### config.mk
export PLATFORM = sky130hd
export DESIGN_NAME = scl_clock_gen
export DESIGN_NICKNAME = d
export VERILOG_FILES = /design/src/rtl/scl_gen_pkg.sv /design/src/rtl/scl_cfg_shadow.sv /design/src/rtl/scl_prescaler.sv /design/src/rtl/scl_phase_timer.sv /design/src/rtl/scl_clock_gen.sv
export SDC_FILE = /design/constraint.sdc
export NUM_CORES = 1
export LEC_CHECK = 0
export BUFFER_PORTS_ARGS = -buffer_cell sky130_fd_sc_hd__clkbuf_2
export CORE_AREA = 2 2 84 86
export CTS_CLUSTER_SIZE = 30
export DETAILED_ROUTE_END_ITERATION = 10
export DIE_AREA = 0 0 86 88
export PLACE_DENSITY = 0.82
export SETUP_SLACK_MARGIN = 0.02
export SYNTH_ARGS = -nofsm -noshare
export SYNTH_HDL_FRONTEND = slang
export SYNTH_SLANG_ARGS = --single-unit
### constraint.sdc
create_clock -name clk -period 7.2 [get_ports clk]
set_clock_uncertainty 0.1 [all_clocks]
set_input_delay 0.36 -clock clk [delete_from_list [all_inputs] [get_ports clk]]
set_output_delay 0.36 -clock clk [all_outputs]
set_load 0.005 [all_outputs]
### src/rtl/scl_gen_pkg.sv
package scl_gen_pkg;
  typedef enum logic [1:0] {
    PH_IDLE = 2'd0,
    PH_LOW  = 2'd1,
    PH_HIGH = 2'd2
  } scl_phase_e;
endpackage

### src/rtl/scl_cfg_shadow.sv
// Holds the timing configuration; follows the inputs only while disabled.
module scl_cfg_shadow #(
  parameter int PSC_W = 8,
  parameter int CNT_W = 8
) (
  input  logic               clk,
  input  logic               rst,
  input  logic               enable_i,
  input  logic [PSC_W-1:0]   psc_i,
  input  logic [2*CNT_W-1:0] lo_i,
  input  logic [2*CNT_W-1:0] hi_i,
  input  logic               hs_i,
  output logic [PSC_W-1:0]   psc_q,
  output logic [2*CNT_W-1:0] lo_q,
  output logic [2*CNT_W-1:0] hi_q,
  output logic               hs_q
);
  always_ff @(posedge clk) begin
    if (rst) begin
      psc_q <= '0;
      lo_q  <= '0;
      hi_q  <= '0;
      hs_q  <= 1'b0;
    end else if (!enable_i) begin
      psc_q <= psc_i;
      lo_q  <= lo_i;
      hi_q  <= hi_i;
      hs_q  <= hs_i;
    end
  end
endmodule

### src/rtl/scl_prescaler.sv
// Divides the functional clock into a sampling tick of period limit+1.
module scl_prescaler #(
  parameter int PSC_W = 8
) (
  input  logic             clk,
  input  logic             rst,
  input  logic             enable_i,
  input  logic [PSC_W-1:0] limit_i,
  output logic             tick_o
);
  logic [PSC_W-1:0] cnt_q;

  assign tick_o = enable_i && (cnt_q == limit_i);

  always_ff @(posedge clk) begin
    if (rst || !enable_i)      cnt_q <= '0;
    else if (cnt_q == limit_i) cnt_q <= '0;
    else                       cnt_q <= cnt_q + 1'b1;
  end
endmodule

### src/rtl/scl_phase_timer.sv
// Times SCL low/high phases in ticks and places the mid-phase strobes.
module scl_phase_timer
  import scl_gen_pkg::*;
#(
  parameter int CNT_W   = 8,
  parameter int LO_TRIM = 7,
  parameter int HI_TRIM = 5
) (
  input  logic             clk,
  input  logic             rst,
  input  logic             enable_i,
  input  logic             tick_i,
  input  logic             run_i,
  input  logic [CNT_W-1:0] lo_cnt_i,
  input  logic [CNT_W-1:0] hi_cnt_i,
  output logic             scl_low_o,
  output logic             sample_stb_o,
  output logic             change_stb_o
);
  localparam int LW = CNT_W + 1;

  scl_phase_e    state_q, state_n;
  logic [LW-1:0] cnt_q, cnt_n, len_q, len_n;
  logic [LW-1:0] lo_len, hi_len, last, half;
  logic          samp_n, chg_n;

  assign lo_len = {1'b0, lo_cnt_i} + LW'(LO_TRIM);
  assign hi_len = {1'b0, hi_cnt_i} + LW'(HI_TRIM);
  assign last   = len_q - LW'(1);
  assign half   = len_q >> 1;

  always_comb begin
    state_n = state_q;
    cnt_n   = cnt_q;
    len_n   = len_q;
    samp_n  = 1'b0;
    chg_n   = 1'b0;
    if (tick_i) begin
      unique case (state_q)
        PH_IDLE: begin
          if (run_i) begin
            state_n = PH_LOW;
            cnt_n   = '0;
            len_n   = lo_len;
          end
        end
        PH_LOW: begin
          chg_n = (cnt_q == half);
          if (cnt_q == last) begin
            state_n = PH_HIGH;
            cnt_n   = '0;
            len_n   = hi_len;
          end else begin
            cnt_n = cnt_q + LW'(1);
          end
        end
        PH_HIGH: begin
          samp_n = (cnt_q == half);
          if (cnt_q == last) begin
            cnt_n = '0;
            if (run_i) begin
              state_n = PH_LOW;
              len_n   = lo_len;
            end else begin
              state_n = PH_IDLE;
            end
          end else begin
            cnt_n = cnt_q + LW'(1);
          end
        end
        default: state_n = PH_IDLE;
      endcase
    end
  end

  always_ff @(posedge clk) begin
    if (rst || !enable_i) begin
      state_q      <= PH_IDLE;
      cnt_q        <= '0;
      len_q        <= '0;
      scl_low_o    <= 1'b0;
      sample_stb_o <= 1'b0;
      change_stb_o <= 1'b0;
    end else begin
      state_q      <= state_n;
      cnt_q        <= cnt_n;
      len_q        <= len_n;
      scl_low_o    <= (state_n == PH_LOW);
      sample_stb_o <= samp_n;
      change_stb_o <= chg_n;
    end
  end
endmodule

### src/rtl/scl_clock_gen.sv
module scl_clock_gen #(
  parameter int PSC_W   = 8,
  parameter int CNT_W   = 8,
  parameter int LO_TRIM = 7,
  parameter int HI_TRIM = 5
) (
  input  logic               clk,
  input  logic               rst,
  input  logic               enable_i,
  input  logic               run_i,
  input  logic               hs_phase_i,
  input  logic [PSC_W-1:0]   cfg_prescale_i,
  input  logic [2*CNT_W-1:0] cfg_low_i,
  input  logic [2*CNT_W-1:0] cfg_high_i,
  input  logic               cfg_hs_mode_i,
  output logic               scl_low_o,
  output logic               tick_o,
  output logic               sample_stb_o,
  output logic               change_stb_o
);
  logic [PSC_W-1:0]   psc_q;
  logic [2*CNT_W-1:0] lo_q, hi_q;
  logic               hs_q, tick, use_hs;
  logic [CNT_W-1:0]   lo_sel, hi_sel;

  scl_cfg_shadow #(.PSC_W(PSC_W), .CNT_W(CNT_W)) u_shadow (
    .clk(clk), .rst(rst), .enable_i(enable_i),
    .psc_i(cfg_prescale_i), .lo_i(cfg_low_i), .hi_i(cfg_high_i), .hs_i(cfg_hs_mode_i),
    .psc_q(psc_q), .lo_q(lo_q), .hi_q(hi_q), .hs_q(hs_q)
  );

  scl_prescaler #(.PSC_W(PSC_W)) u_psc (
    .clk(clk), .rst(rst), .enable_i(enable_i), .limit_i(psc_q), .tick_o(tick)
  );

  // Second-phase byte only when high-speed mode is latched and engine asks.
  assign use_hs = hs_q && hs_phase_i;
  assign lo_sel = use_hs ? lo_q[2*CNT_W-1:CNT_W] : lo_q[CNT_W-1:0];
  assign hi_sel = use_hs ? hi_q[2*CNT_W-1:CNT_W] : hi_q[CNT_W-1:0];

  scl_phase_timer #(.CNT_W(CNT_W), .LO_TRIM(LO_TRIM), .HI_TRIM(HI_TRIM)) u_timer (
    .clk(clk), .rst(rst), .enable_i(enable_i), .tick_i(tick), .run_i(run_i),
    .lo_cnt_i(lo_sel), .hi_cnt_i(hi_sel),
    .scl_low_o(scl_low_o), .sample_stb_o(sample_stb_o), .change_stb_o(change_stb_o)
  );

  always_ff @(posedge clk) begin
    if (rst || !enable_i) tick_o <= 1'b0;
    else                  tick_o <= tick;
  end
endmodule

=== Word-level counts from Yosys, hierarchy flattened ===
Cells that the tools add are included.

* Bits in writable memories: 0
* Bits in read-only memories: 0
* Bits in registers: 73
* Memories: 0
* Bits in latches: 0
* Word-level logic and storage cells: 57

* Multiplexer cells: 15
* $add $sub $neg: 5
* Div/mod/pow operators: 0
* Order comparisons: 0
* Reductions and logical operators: 13
* Equal/unequal tests: 9
* $mul: 0
* Shift-type cells: 0
* Bitwise logic cells: 3

{| class="wikitable"
|+ Operator list
! kind !! number
|-
| 2-to-1 mux 9 bit || 5
|-
| case mux 9 bit (3 select lines) || 1
|-
| adder 8 x 3 -> 9 bit (second input constant) || 2
|-
| case mux 9 bit (2 select lines) || 1
|-
| 2-to-1 mux 8 bit || 2
|-
| adder 9 x 1 -> 9 bit (second input constant) || 1
|-
| == test 9 x 8 -> 1 bit || 1
|-
| == test 9 bit || 1
|-
| subtractor 9 x 1 -> 9 bit (second input constant) || 1
|-
| adder 8 x 1 -> 8 bit (second input constant) || 1
|-
| == test 8 bit || 1
|-
| 2-to-1 mux 2 bit || 4
|-
| case mux 2 bit (3 select lines) || 1
|-
| OR reduction 3 bit || 2
|-
| == test 2 x 1 -> 1 bit (second input constant) || 2
|-
| inequality test 2 x 1 -> 1 bit (second input constant) || 2
|-
| AND reduction 4 bit || 1
|-
| OR reduction 2 bit || 2
|-
| inverter 1 bit || 3
|-
| AND reduction 3 bit || 1
|-
| nonzero test 3 bit || 1
|-
| == test 2 bit (second input constant) || 1
|-
| logical AND 1 bit || 2
|-
| zero test 2 bit || 1
|-
| 5 further kinds || 5
|}

=== Depth between registers and ports, before layout ===
* Word-level depth: 6
* Gate-level depth with buffers: 13
* Mapped depth without buffers: 11

=== By module ===
A second synthesis with hierarchy kept.

* Cell total of the unflattened synthesis: 467
* Area total of the unflattened synthesis: 4,281.6 µm²

{| class="wikitable"
|+ By module, submodules not included
! module !! area an instance (µm²) !! sequential area each (µm²) !! times used !! cells an instance
|-
| scl_phase_timer || 2,034.5 || 460.4 || 1 || 266
|-
| scl_cfg_shadow || 1,507.7 || 820.8 || 1 || 133
|-
| scl_prescaler || 476.7 || 160.2 || 1 || 47
|-
| scl_clock_gen || 262.8 || 20.0 || 1 || 21
|}

=== Worst setup path after synthesis ===
No wires, ideal clock.

* Path type: input -> register
* From: in hs_phase_i
* To: reg u_timer.len_q[6]
* Path slack: 4.444 ns
* Buffers on the path: 3
* Data required time: 6.960 ns
* Library setup time: 0.140 ns
* Stages: 11
* Arrival: 2.516 ns
* Path through: and2_1 -> buf_2 -> buf_2 -> buf_1 -> mux2i_1 -> ha_1 -> a221oi_1 -> xor2_1 -> nor2_1 -> a2111oi_0 -> nor3_1

* Longest elaborated chain between the ends: 6
* Elaborated cells between the ends (all ways): 9

{| class="wikitable"
|+ Ends and longest elaborated chain
! item !! RTL line !! source
|-
| from (decl) || scl_clock_gen.sv:11 || <nowiki>input logic hs_phase_i,</nowiki>
|-
| logical AND 1 bit * || scl_clock_gen.sv:37 || <nowiki>assign use_hs = hs_q && hs_phase_i;</nowiki>
|-
| 2-to-1 mux 8 bit || scl_clock_gen.sv:38 || <nowiki>assign lo_sel = use_hs ? lo_q[2*CNT_W-1:CNT_W] : lo_q[CNT_W-1:0];</nowiki>
|-
| adder 8 x 3 -> 9 bit || scl_phase_timer.sv:27 || <nowiki>assign lo_len = {1'b0, lo_cnt_i} + LW'(LO_TRIM);</nowiki>
|-
| 2-to-1 mux 9 bit || scl_phase_timer.sv:41, scl_phase_timer.sv:61 ||
|-
| 2-to-1 mux 9 bit || scl_phase_timer.sv:59 || <nowiki>if (cnt_q == last) begin</nowiki>
|-
| case mux 9 bit (3 select lines) * || scl_phase_timer.sv:39 || <nowiki>unique case (state_q)</nowiki>
|-
| to (signal assigned) || scl_phase_timer.sv:87 || <nowiki>len_q <= len_n;</nowiki>
|-
| to (decl) || scl_phase_timer.sv:23 || <nowiki>logic [LW-1:0] cnt_q, cnt_n, len_q, len_n;</nowiki>
|}

Every way passes the cells marked *; elsewhere a longest branch is shown, timed or not. The select of a mux whose other input is x is not followed.
A chain may end at the register's enable or synchronous reset.

=== Worst setup path in the final report ===
* From: reg u_shadow.hs_q
* To: reg u_timer.len_q[4]

* Longest elaborated chain between the ends: 6
* Elaborated cells between the ends (all ways): 9

{| class="wikitable"
|+ Ends and longest elaborated chain
! item !! RTL line !! source
|-
| from (decl) || scl_cfg_shadow.sv:16 || <nowiki>output logic hs_q</nowiki>
|-
| from (signal assigned) || scl_cfg_shadow.sv:28 || <nowiki>hs_q <= hs_i;</nowiki>
|-
| logical AND 1 bit * || scl_clock_gen.sv:37 ||
|-
| 2-to-1 mux 8 bit || scl_clock_gen.sv:38 ||
|-
| adder 8 x 3 -> 9 bit || scl_phase_timer.sv:27 ||
|-
| 2-to-1 mux 9 bit || scl_phase_timer.sv:41, scl_phase_timer.sv:61 ||
|-
| 2-to-1 mux 9 bit || scl_phase_timer.sv:59 ||
|-
| case mux 9 bit (3 select lines) * || scl_phase_timer.sv:39 ||
|}

Marked as above.

==> flow_metrics.py <==
metrics = {
    "place": {
        "port_buffers": 49,
        "place_congestion": 0.942,
        "dpl-instance-area_um2": 4280,
        "hpwl_um": 6340,
        "pre_cts_ws_ns": 3.90,
        "dp_cells": 565,
    },
    "route": {
        "vias": 3299,
        "wl_met3_um": 403,
        "route.met2.wl_um": 4390,
        "via_per_inst": 5.68,
        "ant_nets": 0,
        "highest_layer": "met4",
        "drtIter0Drc": 190,
        "wire_per_inst_um": 15.2,
        "finalWirelength_um": 8860,
        "drc": 0,
        "wl_met1_um": 3920,
        "drt_first_pass_iters": 4,
    },
    "cts": {
        "clkSlewWorstSetupHoldPaths_ns": 0.08,
        "insertion_delay_ns": 0.36,
        "cts-root-buf": "clkbuf_8",
        "cts.hold.buffers_added": 0,
        "h-tree-depth": 3,
        "cts_resized": 0,
        "cts_setup_buffers": 0,
        "cts_tree": "done",
        "cts.sinks": 73,
        "clk_path_buf_depth": 2,
        "cts_inserted_buffers": 9,
    },
    "final_layout": {
        "final_cells": 581,
        "areaGrowthSynthToFinish_pct": 11.5,
        "final_core_util_pct": 67.7,
        "insertedDiodeCount": 0,
        "drive_gt1_share_pct": 16.0,
        "design_area_um2": 4500,
        "final_nets": 551,
    },
    "min_path": {
        "min-delay-start": "cfg_low_i[12]",
        "hp-class": "primary input to register",
        "min_path_cells": 3,
    },
    "grt": {
        "overflow": 0,
        "grt_start_max_net_pins": 47,
        "track_usage_pct": 25.0,
        "grt_pass1_vias": 3225,
        "antenna_found_initial": 0,
        "grt_pass1_wl_um": 15100,
    },
    "setup_path": {
        "worstSetupPathType": "register to register",
        "startpoint": "u_shadow.hs_q$_SDFFE_PP0N_",
        "worstPathArrival_ns": 3.47,
        "start_kind": "register",
        "cp-end-kind": "register",
        "reg2reg_depth": 11,
        "crit_chain": "and2_1 -> mux2_2 -> inv_1 -> ha_1 -> inv_1 -> o21ai_0 -> xnor2_1 -> nor2_1 -> a211oi_1 -> a31oi_1 -> a211oi_2",
        "crit_top_cell": "inv_1",
        "regToRegStartpoint": "u_shadow.hs_q$_SDFFE_PP0N_",
        "max_stage_delay_ns": 0.85,
        "slowest_stage": "and2_1",
        "path_max_fanout": 25,
        "required_ns": 7.37,
    },
    "power_and_ir_drop": {
        "ir_drop_mv": 0.149,
        "switching_share_pct": 25.6,
        "powerDensity_nw_per_um2": 202,
        "p_leak_nw": 1.90,
        "power.switching_mw": 0.233,
        "clkPwrFrac_pct": 39.5,
        "power_mw": 0.909,
        "comb_power_share_pct": 12.5,
        "internal_power_mw": 0.676,
        "seq_power_share_pct": 48.0,
    },
    "synth": {
        "syn_inst": 461,
        "synthDistinctLibCells": 52,
        "synth-edff-count": 0,
        "synthTopCellsByArea": "dfxtp_1, mux2i_1, nor2_1",
        "synthDominantCellAreaShare_pct": 36.2,
        "synth.avg_cell_area_um2": 8.76,
        "synth_most_common_cell": "nor2_1",
        "synth_async_sr_flop_share_pct": 0,
        "ys_seq_area_share_pct": 36.2,
        "synth_area_um2": 4040,
        "synth_ff_type": "dfxtp_1",
        "synth_common_cells": "nor2_1, dfxtp_1, mux2i_1",
        "synth_nets": 516,
        "synth_top_cell_by_area": "dfxtp_1",
        "synth-seq-cells": 73,
        "yosysWarnings": 0,
    },
    "sta": {
        "finalSetupTns_ns": 0,
        "timing.fmax_ghz": 0.303,
        "holdWs_ns": 0.132,
        "maxSlewViolCount": 0,
        "maxSlewHeadroom_pct": 29.7,
        "fin_ws_ns": 3.90,
        "tightest_slew_ns": 1.05,
        "grt_setup_unrepaired": "false",
        "fin_crit_sh_pct": 45.8,
        "report.final.hold_viol_count": 0,
        "finalSetupViolCount": 0,
        "post-route-min-period_ns": 3.30,
    },
    "status": {
        "outcome": "finished clean",
    },
    "floorplanning": {
        "fp.coreArea_um2": 6640,
        "start_util_pct": 60.8,
        "io_pins": 50,
        "die_w_um": 86,
        "die-area_um2": 7570,
        "num_rows": 30,
        "die_h_um": 88,
    },
    "job": {
        "maxCapViolations": 0,
    },
}
## layout by cell type (no fill, tap or decap), types with 9 or more instances in the layout
master | netlist | final
ha_1 | 9 | 9
inv_1 | 12 | 12
dfxtp_1 | 73 | 73
nor2_1 | 75 | 75
nand3_1 | 22 | 22
nand2_1 | 25 | 25
xnor2_1 | 26 | 26
xor2_1 | 29 | 29
mux2i_1 | 55 | 55
nor3_1 | 12 | 12
clkbuf_8 | 0 | 10
a21oi_1 | 20 | 20
clkbuf_2 | 0 | 49
## sequential cells by signal, indices dropped and copies added (netlist names)
register / cells
u_timer.scl_low_o: 1
u_shadow.psc_q: 8
u_psc.cnt_q: 8
u_timer.cnt_q: 9
u_shadow.hs_q: 1
u_shadow.hi_q: 16
u_shadow.lo_q: 16
u_timer.state_q: 2
tick_o: 1
u_timer.sample_stb_o: 1
u_timer.change_stb_o: 1
u_timer.len_q: 9
## critical path, delay by kind of cell, from the launching register on
family / cells / cell delay, ns
flip-flops: 1 / 0.37
adder cells (fa/ha/maj): 1 / 0.20
AND/OR/NAND/NOR: 2 / 0.91
XOR/XNOR: 1 / 0.17
multiplexers: 1 / 0.47
buffers and inverters: 2 / 0.15
AO/OA/AOI/OAI: 4 / 0.85
## path summary, 6_finish.rpt
check	end	slack [ns]
hold / removal	u_shadow.lo_q[12]$_SDFFE_PP0N_	0.13
hold reg to reg	u_psc.cnt_q[0]$_SDFF_PP0_	0.38
setup reg to reg	u_timer.len_q[4]$_SDFFE_PP0P_	3.90
setup / recovery	u_timer.len_q[4]$_SDFFE_PP0P_	3.90
## cells by family after synthesis
family                   synth area share, %
flip-flops                              36.2
adder cells (fa/ha/maj)                 2.79
XOR/XNOR                                12.5
AND/OR/NAND/NOR                         20.4
buffers and inverters                   3.84
multiplexers                            13.9
AO/OA/AOI/OAI                           10.4
## final cells by class
type / instances / area, um^2
clock buffer: 12 / 145
fill: 540 / 2140
tap: 80 / 100
inverter: 12 / 45.0
timing repair buffer: 50 / 253
sequential: 73 / 1460
clock inverter: 4 / 76.3
multi-input combinational: 350 / 2420
## metal layers
| metal | global-route usage (%) | up-vias |
|---|---|---|
| li1 | - | 1665 |
| met5 | 0 | - |
| met3 | 4.71 | 17 |
| met1 | 30.9 | 1545 |
| met2 | 42.9 | 72 |
| met4 | 10.4 | 0 |
## power by group through the flow
stage	clock network (mW)	logic (mW)	registers (mW)
3_5_place_dp	0	0.112	0.445
4_1_cts	0.361	0.114	0.436
3_3_place_gp	0	0.108	0.444
5_1_grt	0.379	0.126	0.438
2_1_floorplan	0	0.0853	0.440
6_report	0.359	0.114	0.436
Power figures use the tool's default switching activity.
